### src/rtl/evpkt_pkg.sv
package evpkt_pkg;
  localparam int PKT_WORDS   = 12;
  localparam int SLOT_W      = 4;
  localparam int CENTRE_SLOT = 3;

  typedef enum logic [2:0] {
    ST_IDLE, ST_GATE, ST_LOAD, ST_FETCH, ST_SEND
  } seq_state_e;

  typedef enum logic [1:0] {
    SRC_TIME  = 2'd0,
    SRC_TEMP  = 2'd1,
    SRC_PIXEL = 2'd2,
    SRC_NONE  = 2'd3
  } rd_src_e;
endpackage

### src/rtl/evpkt_hit_pick.sv
module evpkt_hit_pick #(
  parameter int NPIX  = 16,
  parameter int IDX_W = 4
) (
  input  logic [NPIX-1:0]  hit_i,
  output logic             any_o,
  output logic [IDX_W-1:0] idx_o
);
  // scan from the top so the lowest set bit is the last one written
  always_comb begin
    any_o = 1'b0;
    idx_o = '0;
    for (int i = NPIX - 1; i >= 0; i--) begin
      if (hit_i[i]) begin
        any_o = 1'b1;
        idx_o = IDX_W'(i);
      end
    end
  end
endmodule

### src/rtl/evpkt_ref_edge.sv
module evpkt_ref_edge (
  input  logic clk,
  input  logic rst_n,
  input  logic ref_i,
  output logic rise_o
);
  logic ref_q;
  logic ref_d;

  assign ref_d = ref_i;

  always_ff @(posedge clk or negedge rst_n) begin
    if (!rst_n) ref_q <= 1'b0;
    else        ref_q <= ref_d;
  end

  assign rise_o = ref_i & ~ref_q;
endmodule

### src/rtl/evpkt_slot_map.sv
module evpkt_slot_map
  import evpkt_pkg::*;
#(
  parameter int DIM   = 4,
  parameter int IDX_W = 4
) (
  input  logic [IDX_W-1:0]  addr_i,
  input  logic [SLOT_W-1:0] slot_i,
  output logic              fetch_o,
  output logic [1:0]        src_o,
  output logic [IDX_W-1:0]  chan_o
);
  // slot 3 is the centre (ring position 4); slots 4..11 walk the ring
  // positions 0..8 in raster order, skipping position 4
  always_comb begin
    int pos;
    int rr;
    int cc;
    pos = 4;
    if (int'(slot_i) > CENTRE_SLOT) begin
      pos = int'(slot_i) - 4;
      if (pos >= 4) pos = pos + 1;
    end
    rr = int'(addr_i) / DIM + pos / 3 - 1;
    cc = int'(addr_i) % DIM + pos % 3 - 1;

    fetch_o = 1'b0;
    src_o   = SRC_NONE;
    chan_o  = '0;
    if (slot_i == SLOT_W'(1)) begin
      fetch_o = 1'b1;
      src_o   = SRC_TIME;
    end else if (slot_i == SLOT_W'(2)) begin
      fetch_o = 1'b1;
      src_o   = SRC_TEMP;
    end else if (int'(slot_i) >= CENTRE_SLOT &&
                 rr >= 0 && rr < DIM && cc >= 0 && cc < DIM) begin
      fetch_o = 1'b1;
      src_o   = SRC_PIXEL;
      chan_o  = IDX_W'(rr * DIM + cc);
    end
  end
endmodule

### src/rtl/evpkt_assembler.sv
module evpkt_assembler
  import evpkt_pkg::*;
#(
  parameter  int DIM    = 4,
  parameter  int WORD_W = 10,
  localparam int NPIX   = DIM * DIM,
  localparam int IDX_W  = (NPIX > 1) ? $clog2(NPIX) : 1
) (
  input  logic              clk,
  input  logic              rst_n,
  input  logic [NPIX-1:0]   hit_i,
  input  logic              ref_clk_i,
  output logic              gate_o,
  output logic              rd_req_o,
  output logic [1:0]        rd_sel_o,
  output logic [IDX_W-1:0]  rd_chan_o,
  input  logic              rd_ack_i,
  input  logic [WORD_W-1:0] rd_data_i,
  output logic              pkt_valid_o,
  input  logic              pkt_ready_i,
  output logic [WORD_W-1:0] pkt_data_o,
  output logic              pkt_last_o
);
  localparam logic [SLOT_W-1:0] LAST_SLOT = SLOT_W'(PKT_WORDS - 1);

  seq_state_e        state_q, state_d;
  logic [SLOT_W-1:0] slot_q, slot_d;
  logic [IDX_W-1:0]  addr_q, addr_d;
  logic [WORD_W-1:0] word_q, word_d;
  logic              gate_q, gate_d;
  logic              addr_en, word_en;

  logic              hit_any;
  logic [IDX_W-1:0]  pick_idx;
  logic              ref_rise;
  logic              map_fetch;
  logic [1:0]        map_src;
  logic [IDX_W-1:0]  map_chan;

  evpkt_hit_pick #(.NPIX(NPIX), .IDX_W(IDX_W)) u_pick (
    .hit_i (hit_i),
    .any_o (hit_any),
    .idx_o (pick_idx)
  );

  evpkt_ref_edge u_ref (
    .clk    (clk),
    .rst_n  (rst_n),
    .ref_i  (ref_clk_i),
    .rise_o (ref_rise)
  );

  evpkt_slot_map #(.DIM(DIM), .IDX_W(IDX_W)) u_map (
    .addr_i  (addr_q),
    .slot_i  (slot_q),
    .fetch_o (map_fetch),
    .src_o   (map_src),
    .chan_o  (map_chan)
  );

  // next-state logic
  always_comb begin
    state_d = state_q;
    slot_d  = slot_q;
    addr_d  = addr_q;
    word_d  = word_q;
    gate_d  = gate_q;
    addr_en = 1'b0;
    word_en = 1'b0;
    unique case (state_q)
      ST_IDLE: begin
        if (hit_any) begin
          addr_d  = pick_idx;
          addr_en = 1'b1;
          gate_d  = 1'b1;
          state_d = ST_GATE;
        end
      end
      ST_GATE: begin
        if (ref_rise) begin
          gate_d  = 1'b0;
          slot_d  = '0;
          state_d = ST_LOAD;
        end
      end
      ST_LOAD: begin
        if (map_fetch) begin
          state_d = ST_FETCH;
        end else begin
          word_d  = (slot_q == '0) ? WORD_W'(addr_q) : '0;
          word_en = 1'b1;
          state_d = ST_SEND;
        end
      end
      ST_FETCH: begin
        if (rd_ack_i) begin
          word_d  = rd_data_i;
          word_en = 1'b1;
          state_d = ST_SEND;
        end
      end
      ST_SEND: begin
        if (pkt_ready_i) begin
          if (slot_q == LAST_SLOT) begin
            state_d = ST_IDLE;
          end else begin
            slot_d  = slot_q + SLOT_W'(1);
            state_d = ST_LOAD;
          end
        end
      end
      default: state_d = ST_IDLE;
    endcase
  end

  // registers
  always_ff @(posedge clk or negedge rst_n) begin
    if (!rst_n) begin
      state_q <= ST_IDLE;
      slot_q  <= '0;
      gate_q  <= 1'b0;
    end else begin
      state_q <= state_d;
      slot_q  <= slot_d;
      gate_q  <= gate_d;
    end
  end

  always_ff @(posedge clk or negedge rst_n) begin
    if (!rst_n)       addr_q <= '0;
    else if (addr_en) addr_q <= addr_d;
  end

  always_ff @(posedge clk or negedge rst_n) begin
    if (!rst_n)       word_q <= '0;
    else if (word_en) word_q <= word_d;
  end

  assign gate_o      = gate_q;
  assign rd_req_o    = (state_q == ST_FETCH);
  assign rd_sel_o    = map_src;
  assign rd_chan_o   = map_chan;
  assign pkt_valid_o = (state_q == ST_SEND);
  assign pkt_data_o  = word_q;
  assign pkt_last_o  = (state_q == ST_SEND) && (slot_q == LAST_SLOT);


  gate_open_from_idle_chk: assert property (@(posedge clk) disable iff (!rst_n)
    $rose(gate_o) |-> $past(state_q == ST_IDLE && !pkt_valid_o && !rd_req_o));


  gate_close_on_ref_chk: assert property (@(posedge clk) disable iff (!rst_n)
    $fell(gate_o) |-> $past(ref_clk_i) && !$past(ref_clk_i, 2));


  gate_excl_output_chk: assert property (@(posedge clk) disable iff (!rst_n)
    gate_o |-> !pkt_valid_o && !rd_req_o);


  out_hold_chk: assert property (@(posedge clk) disable iff (!rst_n)
    pkt_valid_o && !pkt_ready_i |=>
      pkt_valid_o && $stable(pkt_data_o) && $stable(pkt_last_o));


  rd_hold_chk: assert property (@(posedge clk) disable iff (!rst_n)
    rd_req_o && !rd_ack_i |=> rd_req_o && $stable(rd_sel_o) && $stable(rd_chan_o));


  lowest_pick_chk: assert property (@(posedge clk) disable iff (!rst_n)
    hit_any |-> hit_i[pick_idx] &&
      ((hit_i & ((NPIX'(1) << pick_idx) - NPIX'(1))) == {NPIX{1'b0}}));
endmodule

### config.mk
export PLATFORM = sky130hd
export DESIGN_NAME = evpkt_assembler
export DESIGN_NICKNAME = d
export VERILOG_FILES = /design/src/rtl/evpkt_pkg.sv /design/src/rtl/evpkt_hit_pick.sv /design/src/rtl/evpkt_ref_edge.sv /design/src/rtl/evpkt_slot_map.sv /design/src/rtl/evpkt_assembler.sv
export SDC_FILE = /design/constraint.sdc
export NUM_CORES = 1
export LEC_CHECK = 0
export ABC_AREA = 1
export ABC_CLOCK_PERIOD_IN_PS = 7990
export BUFFER_PORTS_ARGS = -buffer_cell sky130_fd_sc_hd__buf_2
export CORE_ASPECT_RATIO = 0.5
export CORE_MARGIN = 2
export CORE_UTILIZATION = 40
export CTS_BUF_LIST = sky130_fd_sc_hd__clkbuf_4
export DETAILED_ROUTE_END_ITERATION = 8
export MAX_ROUTING_LAYER = met4
export PLACE_DENSITY_LB_ADDON = 0.25
export SYNTH_ARGS = -nofsm -noshare
export SYNTH_HDL_FRONTEND = slang
export SYNTH_HIERARCHICAL = 1
export SYNTH_SLANG_ARGS = --single-unit
### constraint.sdc
create_clock -name clk -period 7.99 [get_ports clk]
set_clock_uncertainty 0.1 [all_clocks]
set_input_delay 0 -clock clk [delete_from_list [all_inputs] [get_ports clk]]
set_output_delay 0 -clock clk [all_outputs]
set_load 0.005 [all_outputs]
==> results by group <==
Power and ir drop
  – Power Density: 150 nW/um2
  – Peak VDD IR: 0.000115 V
  – Static leakage: 4.92 nW
  – Design Power: 1.24 mW

Detailed routing
  – ANT nets after route: 0
  – Total iterations of the first detailed-routing run: 5
  – DRC: 0
  – Final wirelength: 18.2 mm
  – Initial DRC count: 359
  – WL per Instance: 12.5 um
  – Vias per inst: 4.97
  – Total number of vias: 7,223

Worst setup path
  – Critical path's top delay family: simple AND/OR/NAND/NOR gates
  – Crit Path Max Fanout: 5
  – Crit path buf inv count: 14
  – Top cell by count, worst path: nand2_2
  – Slowest-stage cell, CP: dfrtp_1
  – Reg2reg end: pkt_data_o[7]
  – Crit path kind: flop to flop
  – Crit path DAT: 8.19 ns
  – Worst path max stage delay: 0.44 ns
  – FF-to-FF setup slack: -0.06 ns
  – Worst r2r src: slot_q[3]
  – CP required: 8.13 ns
  – Startpoint types: flop
  – FF-to-FF path depth: 72
  – CP endpoint kind: flop

Placed design
  – Placed cell area: 7100 um2
  – IO Port Bufs: 50
  – Gpl congestion: 0.934
  – Final HPWL DP: 13.9 mm

Die
  – Initial Util: 41.5%
  – Row Count: 31
  – Ports: 51
  – Die ar.: 16,200 um2
  – Die Span Y: 91.1 um
  – Core area: 14,600 um2
  – DIE WIDTH: 178 um

Logic synthesis
  – Primary FF master, synth: dfrtp_1
  – Synthesized area: 6070 um2
  – YS warnings: 6
  – Post-synth top cells: nand2_1, inv_1, nand3_1, nor2_1, ha_1
  – Post-synth EDFFs: 0
  – Ys async rst share: 100%
  – FF+latch count, synth: 23
  – Mean post-synth cell area: 5.62 um2
  – Yosys top cell by area: nand2_1
  – Distinct cell type count after synthesis: 46
  – Cells after Synth: 1,079
  – Register area share after synthesis: 9.49%
  – Count leader, synth: nand2_1
  – Synth area leaders: nand2_1, ha_1, inv_1
  – Synth top area share: 21.8%
  – Syn_nets: 1,174

Clocking
  – Clock Latency Late Sink: 0.30 ns
  – Root buf cell: clkbuf_4
  – Num CTS Buffers: 3
  – H-tree Lvls: 1
  – Clock tree buffer depth: 2
  – CTS tree: yes
  – Clk slew on worst S/H paths: 0.13 ns
  – Sink Count: 23

Final layout
  – Ant diodes: 0
  – Layout cells sized above 1: 30.2%
  – Util after Layout: 56.4%
  – Area grow syn2layout: 36.0%
  – Fillers: 1,395
  – Nets: 1,350
  – Finished Cell Area: 8250 um2

Job
  – Max_cap viols: 0

STA
  – Final setup viols: 15
  – Hold Fails Final Rpt: 0
  – RSZ-0062 raised after global routing: true
  – Max-slew headroom: 46.7%
  – Slew @ Worst Pin: 0.792 ns
  – Fmax: 0.124 GHz
  – Final WS setup: -0.0584 ns
  – Fin. max-slew vios: 0
  – Final worst path period share: 101%
  – Setup TNS: -0.535 ns
  – Minimum clock period: 8.05 ns

Status
  – Status: finished, violations left
  – Failing checks: negative setup slack

Global route
  – Vias in the first global route: 6,922
  – Global Route Usage Sum: 23.0%
  – First-pass GRT wire length: 30.9 mm
  – Largest net degree at the start of global routing: 40
  – Antenna violations before repair: 0
  – Gr ovfl total: 0

Hold path
  – Hold EP: addr_q[3]
  – Hold Crit Start: hit_i[6]
  – Worst hold-check path type: input pin to flop
  – Hold path depth: 6
==> worst max path at each step <==
stage	start	to	slack (ns)	cells after the start
after global placement	slot_q[2]	pkt_data_o[1]	-0.18	67
after detailed placement	slot_q[2]	pkt_data_o[3]	-0.38	67
after floorplan	slot_q[0]	pkt_data_o[1]	0.01	73
after CTS	slot_q[2]	pkt_data_o[0]	-0.13	69
final	slot_q[3]	pkt_data_o[7]	-0.06	72
after global routing	slot_q[3]	pkt_data_o[0]	-0.63	74
==> stage by stage <==
stage	worst slack (ns)	instances	hold slack (ns)
2_1_floorplan	0.0115	1079	-0.396
3_5_place_dp	-0.382	1390	-0.0919
5_1_grt	-0.633	1452	0.0666
6_report	-0.0584	1452	0.0572
3_3_place_gp	-0.185	1390	-0.105
4_1_cts	-0.126	1443	0.0308
==> routing by layer <==
| metal | track usage [%] | vias to the layer above | wire length, um |
|---|---|---|---|
| met1 | 29.7 | 3250 | 8640 |
| met3 | 0.628 | 26 | 666 |
| met2 | 40.8 | 170 | 8580 |
| met4 | 4.40 | 0 | 311 |
| met5 | - | - | 0 |
| li1 | - | 3777 | - |
==> worst reg2reg max path: cells and delay by family (launching register included) <==
family | cells | cell delay, ns
buffers and inverters | 14 | 1.16
AO/OA/AOI/OAI | 11 | 1.42
flip-flops | 1 | 0.44
AND/OR/NAND/NOR | 39 | 3.34
adder cells (fa/ha/maj) | 8 | 1.54
==> what timing repair did <==
| action | 4_1_cts | 5_1_grt |
|---|---|---|
| resized for setup | 57 | 76 |
| buffers inserted | 29 | 11 |
| hold endpoints to repair | 38 | 0 |
| hold buffers | 17 | 0 |
| gates cloned | 3 | 0 |
| endpoints found under the setup margin | 18 | 18 |
| pin swaps | 46 | 66 |
==> flip-flops by register name, summed over array words and instances (netlist names) <==
| signal | flops |
|---|---|
| pkt_data_o | 10 |
| u_ref/ref_q | 1 |
| gate_o | 1 |
| slot_q | 4 |
| addr_q | 4 |
| state_q | 3 |
==> power by group <==
group          total (mW)  switching, mW  internal, mW
Clock              0.0532         0.0345        0.0187
Sequential          0.183         0.0295         0.154
Combinational        1.00          0.553         0.450
Total                1.24          0.617         0.622
==> final cells by class <==
type	instances	area, um2	share of cell area (%)
multi-input combinational	853	5270	63.9
timing repair buffer	184	1400	17.0
inverter	190	721	8.73
sequential	23	579	7.02
tap	198	248	3.00
clock buffer	3	22.5	0.273
clock inverter	1	5.00	0.0607
==> cell usage in the layout, fill, tap and decap left out, types with 3 or more instances in the layout <==
cell type / count
a21boi_1: 4
a21oi_1: 39
a21oi_2: 9
a31oi_1: 4
buf_12: 4
buf_2: 50
buf_4: 107
buf_6: 4
clkbuf_4: 3
dfrtp_1: 20
dfrtp_2: 3
dlygate4sd3_1: 17
ha_1: 48
ha_4: 12
inv_1: 155
inv_2: 32
inv_4: 3
nand2_1: 321
nand2_2: 56
nand2_4: 17
nand3_1: 83
nand3_2: 14
nand3_4: 11
nand3b_1: 8
nand4_1: 23
nor2_1: 74
nor2_2: 16
nor2_4: 6
nor3_1: 12
nor3_2: 6
nor4_1: 6
o21a_1: 3
o21ai_0: 14
o21ai_1: 9
o21ai_2: 10
o21bai_1: 6
xnor2_1: 6
xor2_1: 14
xor2_2: 3
==> cell families after synthesis <==
| family | synth area share, % |
|---|---|
| flip-flops | 9.49 |
| buffers and inverters | 12.9 |
| XOR/XNOR | 3.73 |
| adder cells (fa/ha/maj) | 13.4 |
| AO/OA/AOI/OAI | 9.86 |
| AND/OR/NAND/NOR | 50.6 |
Power figures use the tool's default switching activity.
